File: src/rtl/pwm_fault_pkg.sv
package pwm_fault_pkg;
  localparam int ADDR_W       = 5;
  localparam logic [ADDR_W-1:0] A_OUT_EN  = 5'd0;
  localparam logic [ADDR_W-1:0] A_OUT_INV = 5'd1;
  localparam logic [ADDR_W-1:0] A_FMODE   = 5'd2;
  localparam logic [ADDR_W-1:0] A_FVAL    = 5'd3;
  localparam logic [ADDR_W-1:0] A_INT_EN  = 5'd4;
  localparam logic [ADDR_W-1:0] A_SRC_BASE = 5'd8;
  localparam logic [ADDR_W-1:0] A_CLR_BASE = 5'd16;
endpackage

File: src/rtl/pwm_flt_sync.sv
module pwm_flt_sync #(
  parameter int W = 4
) (
  input  logic         clk,
  input  logic         rst,
  input  logic [W-1:0] d,
  output logic [W-1:0] q
);
  logic [W-1:0] s1;
  always_ff @(posedge clk) begin
    if (rst) begin
      s1 <= '0;
      q  <= '0;
    end else begin
      s1 <= d;
      q  <= s1;
    end
  end
endmodule

File: src/rtl/pwm_flt_gen.sv
module pwm_flt_gen #(
  parameter int NF = 4
) (
  input  logic          clk,
  input  logic          rst,
  input  logic [NF-1:0] flt_sync,
  input  logic          mask_we,
  input  logic          clr_we,
  input  logic [NF-1:0] wdata,
  output logic          fault,
  output logic [NF-1:0] sts
);
  logic [NF-1:0] src_mask;
  logic [NF-1:0] hit;

  assign hit   = flt_sync & src_mask;
  assign fault = |hit;

  always_ff @(posedge clk) begin
    if (rst) begin
      src_mask <= '0;
      sts      <= '0;
    end else begin
      if (mask_we) src_mask <= wdata;
      sts <= (sts & ~(clr_we ? wdata : '0)) | hit;
    end
  end

  // a set status bit survives any cycle without a clear write
  a_r7_sticky: assert property (@(posedge clk) disable iff (rst)
    (!$past(clr_we) && $past(sts) != '0) |-> ((sts & $past(sts)) == $past(sts)));
  // a status bit rises only for a selected, active synchronized line
  a_r4_masked_set: assert property (@(posedge clk) disable iff (rst)
    ((sts & ~$past(sts)) & ~($past(flt_sync) & $past(src_mask))) == '0);
endmodule

File: src/rtl/pwm_out_cell.sv
module pwm_out_cell (
  input  logic clk,
  input  logic rst,
  input  logic raw,
  input  logic fault,
  input  logic fmode,
  input  logic fval,
  input  logic en,
  input  logic inv,
  output logic pin
);
  logic sel;
  assign sel = (fault && fmode) ? fval : raw;

  always_ff @(posedge clk) begin
    if (rst) pin <= 1'b0;
    else     pin <= (sel & en) ^ inv;
  end

  // disabled output shows only the inversion level
  a_r1_disabled: assert property (@(posedge clk) disable iff (rst)
    !$past(en) |-> (pin == $past(inv)));
  // forced output shows the fault value through the inversion
  a_r5_forced: assert property (@(posedge clk) disable iff (rst)
    ($past(fault) && $past(fmode) && $past(en)) |-> (pin == ($past(fval) ^ $past(inv))));
  // passing output follows its raw input one edge later
  a_r3_pass: assert property (@(posedge clk) disable iff (rst)
    (!$past(fault) && $past(en)) |-> (pin == ($past(raw) ^ $past(inv))));
endmodule

File: src/rtl/pwm_fault_cond.sv
module pwm_fault_cond
  import pwm_fault_pkg::*;
#(
  parameter int NUM_GEN = 2,
  parameter int NUM_FLT = 4,
  parameter int NUM_OUT = 2 * NUM_GEN,
  parameter int DATA_W  = (NUM_OUT > NUM_FLT) ? NUM_OUT : NUM_FLT
) (
  input  logic                       clk,
  input  logic                       rst,
  input  logic                       wr_en,
  input  logic [ADDR_W-1:0]          wr_addr,
  input  logic [DATA_W-1:0]          wr_data,
  input  logic [NUM_FLT-1:0]         flt_in,
  input  logic [NUM_OUT-1:0]         pwm_raw,
  output logic [NUM_OUT-1:0]         pwm_pin,
  output logic [NUM_GEN*NUM_FLT-1:0] fault_sts,
  output logic                       irq
);
  logic [NUM_OUT-1:0] out_en, out_inv, fmode, fval;
  logic [NUM_GEN-1:0] int_en, gen_fault, gen_flag;
  logic [NUM_FLT-1:0] flt_sync;

  always_ff @(posedge clk) begin
    if (rst) begin
      out_en  <= '0;
      out_inv <= '0;
      fmode   <= '0;
      fval    <= '0;
      int_en  <= '0;
    end else if (wr_en) begin
      case (wr_addr)
        A_OUT_EN:  out_en  <= wr_data[NUM_OUT-1:0];
        A_OUT_INV: out_inv <= wr_data[NUM_OUT-1:0];
        A_FMODE:   fmode   <= wr_data[NUM_OUT-1:0];
        A_FVAL:    fval    <= wr_data[NUM_OUT-1:0];
        A_INT_EN:  int_en  <= wr_data[NUM_GEN-1:0];
        default: ;
      endcase
    end
  end

  pwm_flt_sync #(.W(NUM_FLT)) u_sync (
    .clk(clk), .rst(rst), .d(flt_in), .q(flt_sync)
  );

  for (genvar g = 0; g < NUM_GEN; g++) begin : g_gen
    logic [NUM_FLT-1:0] sts_g;
    pwm_flt_gen #(.NF(NUM_FLT)) u_gen (
      .clk(clk), .rst(rst), .flt_sync(flt_sync),
      .mask_we(wr_en && wr_addr == A_SRC_BASE + ADDR_W'(g)),
      .clr_we (wr_en && wr_addr == A_CLR_BASE + ADDR_W'(g)),
      .wdata(wr_data[NUM_FLT-1:0]),
      .fault(gen_fault[g]), .sts(sts_g)
    );
    assign fault_sts[g*NUM_FLT +: NUM_FLT] = sts_g;
    assign gen_flag[g] = |sts_g;
  end

  for (genvar i = 0; i < NUM_OUT; i++) begin : g_out
    pwm_out_cell u_cell (
      .clk(clk), .rst(rst), .raw(pwm_raw[i]), .fault(gen_fault[i/2]),
      .fmode(fmode[i]), .fval(fval[i]), .en(out_en[i]), .inv(out_inv[i]),
      .pin(pwm_pin[i])
    );
  end

  always_ff @(posedge clk) begin
    if (rst) irq <= 1'b0;
    else     irq <= |(gen_flag & int_en);
  end

  // irq rises only when an enabled generator held status one edge earlier
  a_r8_irq_source: assert property (@(posedge clk) disable iff (rst)
    $rose(irq) |-> $past((fault_sts != '0) && (int_en != '0)));
  // no interrupt while every generator is disabled
  a_r8_irq_gate: assert property (@(posedge clk) disable iff (rst)
    ($past(int_en) == '0) |-> !irq);
endmodule

File: config.mk
export PLATFORM = sky130hd
export DESIGN_NAME = pwm_fault_cond
export DESIGN_NICKNAME = d
export VERILOG_FILES = /design/src/rtl/pwm_fault_pkg.sv /design/src/rtl/pwm_flt_sync.sv /design/src/rtl/pwm_flt_gen.sv /design/src/rtl/pwm_out_cell.sv /design/src/rtl/pwm_fault_cond.sv
export SDC_FILE = /design/constraint.sdc
export NUM_CORES = 1
export LEC_CHECK = 0
export ABC_AREA = 1
export CAP_MARGIN = 25
export CORE_ASPECT_RATIO = 2
export CORE_MARGIN = 2
export CORE_UTILIZATION = 60
export CTS_CLUSTER_SIZE = 24
export DETAILED_ROUTE_END_ITERATION = 10
export DONT_BUFFER_PORTS = 1
export GPL_ROUTABILITY_DRIVEN = 1
export HOLD_SLACK_MARGIN = 0.12
export PLACE_DENSITY = 0.87
export SYNTH_ARGS = -nofsm -noshare
export SYNTH_HDL_FRONTEND = slang
export SYNTH_SLANG_ARGS = --single-unit
File: constraint.sdc
create_clock -name clk -period 1.7 [get_ports clk]
set_input_delay 0.51 -clock clk [delete_from_list [all_inputs] [get_ports clk]]
set_output_delay 0.51 -clock clk [all_outputs]
set_load 0.05 [all_outputs]
==> flow_metrics.py <==
metrics = {
    "drt": {
        "viasPerCell": 5.60,
        "routed_wl_um": 3930,
        "wire_per_inst_um": 14.0,
        "initialDrtViolationCount": 80,
        "num_vias": 1573,
        "drc": 0,
        "drtPass1Iterations": 4,
        "drtAntennaViolNets": 0,
    },
    "synthesis": {
        "syn_area_per_cell_um2": 7.62,
        "postSynthCellCount": 250,
        "synth_area_um2": 1900,
        "synthTopCellsByCount": "47 x dfxtp_1, 39 x nor2_1, 36 x o21ai_0",
        "synth_ff_type": "dfxtp_1",
        "synth_top_area_share_pct": 49.4,
        "synthArstFlopShare_pct": 0,
        "synth-seq-cells": 47,
        "synth_nets": 270,
        "synth_top_area_cell": "dfxtp_1",
        "yosys_warnings": 0,
        "ys_seq_area_share_pct": 49.4,
        "synth.area.top_cells": "dfxtp_1 49%, o21ai_0 9.5%, a21oi_1 8.1%",
        "synth_cell_types": 22,
        "synth_edf_count": 0,
        "synth.most_common_cell": "dfxtp_1",
    },
    "global_route": {
        "grt_pass1_vias": 1577,
        "grt_antenna_before_repair": 0,
        "grt_pass1_wl_um": 6640,
        "grt_max_degree": 29,
        "grt.overflow.total": 0,
        "grt_usage_pct": 23.6,
    },
    "timing": {
        "finalCritPeriodShare_pct": 88.1,
        "setup_ws_ns": 0.203,
        "tns_ns": 0,
        "setup_viol": 0,
        "slew_headroom_pct": 62.4,
        "clock.fmax_mhz": 668,
        "worst_pin_slew_ns": 0.563,
        "finalMaxSlewViolations": 0,
        "min_period_ns": 1.50,
        "fin_skew_ns": 0.00750,
        "rsz0062_at_grt": "no",
        "hold_violations": 0,
    },
    "cts": {
        "clk_path_buf_depth": 2,
        "insertion_delay_ns": 0.30,
        "postCtsSetupRepairBufs": 0,
        "htree_levels": 2,
        "cts_tree": "built",
        "postCtsHoldBufs": 0,
        "cts_root_buf": "clkbuf_8",
        "cts.sinks": 47,
        "numCtsBuffers": 5,
        "ctsResizeCount": 0,
        "clk_pin_slew_ns": 0.09,
    },
    "worst_setup_path": {
        "r2r-start": "g_gen[1].u_gen.sts[2]",
        "critPathLaunchType": "flip-flop",
        "crit_required_ns": 1.19,
        "cp.arrival_ns": 0.99,
        "end_kind": "output pin",
        "critPathLaunch": "g_gen[0].u_gen.sts[3]",
        "critPathMaxFanout": 3,
        "crit_type": "reg -> out",
    },
    "layout": {
        "nets": 269,
        "post-route-util_pct": 65.4,
        "syn2layout_area_growth_pct": 5.98,
        "finalNonFillerCells": 281,
        "drive_above_1_share_pct": 8.80,
        "n_antenna_cell": 0,
    },
    "floorplanning": {
        "io_pins": 33,
        "die_height_um": 83.7,
        "dieArea_um2": 3670,
        "start_util_pct": 61.7,
        "coreArea_um2": 3080,
        "die_x_um": 43.8,
        "rows": 29,
    },
    "power_and_ir_drop": {
        "total_power_mw": 2.06,
        "pwr_density_cell_nw_per_um2": 1020,
        "ir_worst_vdd_v": 0.00138,
        "p_leak_nw": 0.825,
    },
    "hold_path": {
        "hp-class": "in -> reg",
        "holdCritStartpoint": "rst",
    },
    "placement": {
        "dpl.hpwl_um": 2990,
        "dp_cells": 273,
        "io_buffers": 0,
        "place.gp.congestion": 0.851,
        "pre_cts_ws_ns": 0.246,
    },
    "status": {
        "status": "finished, final reports clean",
    },
    "job": {
        "maxCapViolCount": 0,
    },
}
## logic make-up (layout without fill, tap and decap cells)
group | count (synthesis) | count (layout) | share of synthesized area [%]
simple gates | 87 | 87 | 21.6
compound gates | 71 | 71 | 19.2
flops | 47 | 47 | 49.4
buf+inv | 45 | 45 | 9.86
## cell type report
type / instances / area, um2
clock buffers: 6 / 82.6
clock inverters: 2 / 35.0
fillers: 260 / 1070
inverters: 36 / 138
multi-input cells: 158 / 776
flip-flops and latches: 47 / 941
well taps: 31 / 38.8
repair buffers: 1 / 7.51
## cell usage in the layout (no fill, tap or decap), drive strengths merged
master	count
nor2	43
bufinv	1
or3	2
nand4	5
buf	1
a21oi	31
clkbuf	6
nand2	27
nor3	2
inv	34
clkinv	3
dfxtp	47
o21ai	36
nand3	8
o21bai	4
## worst paths after layout
kind	to	slack, ns	cells after the start
worst min register to register	u_sync.q[1]	0.40	2
worst max-delay path	fault_sts[3]	0.20	0
worst min-delay path	irq	0.27	1
worst max register to register	irq	0.44	3
## power breakdown
part / switching [mW] / internal, mW
Clock: 0.366 / 0.476
Combinational: 0.0554 / 0.0285
Sequential: 0.0140 / 1.12
## metrics by stage
stage                     cell area (um2)  hold slack, ns
final                                2020           0.265
after global routing                 2020           0.255
after CTS                            2020           0.264
after detailed placement             1900           0.396
after global placement               1900           0.392
after floorplan                      1900           0.388
## sequential cells by signal, indices dropped and copies added (netlist names)
signal,cells
u_sync.q,4
g_gen.u_gen.src_mask,8
out_inv,4
fmode,4
irq,1
fval,4
int_en,2
out_en,4
g_out.u_cell.pin,4
u_sync.s1,4
g_gen.u_gen.sts,8
## routing by layer
| metal | GRT usage (%) | up-vias | part of all wire [%] | routed length, um |
|---|---|---|---|---|
| met4 | 9.37 | 0 | 1.6 | 61 |
| met3 | 5.19 | 7 | 4.5 | 178 |
| li1 | - | 799 | - | - |
| met5 | 0 | - | 0 | 0 |
| met2 | 39.4 | 40 | 54 | 2120 |
| met1 | 28.0 | 727 | 40 | 1570 |
Note: power is estimated with default switching activity, not from simulation.
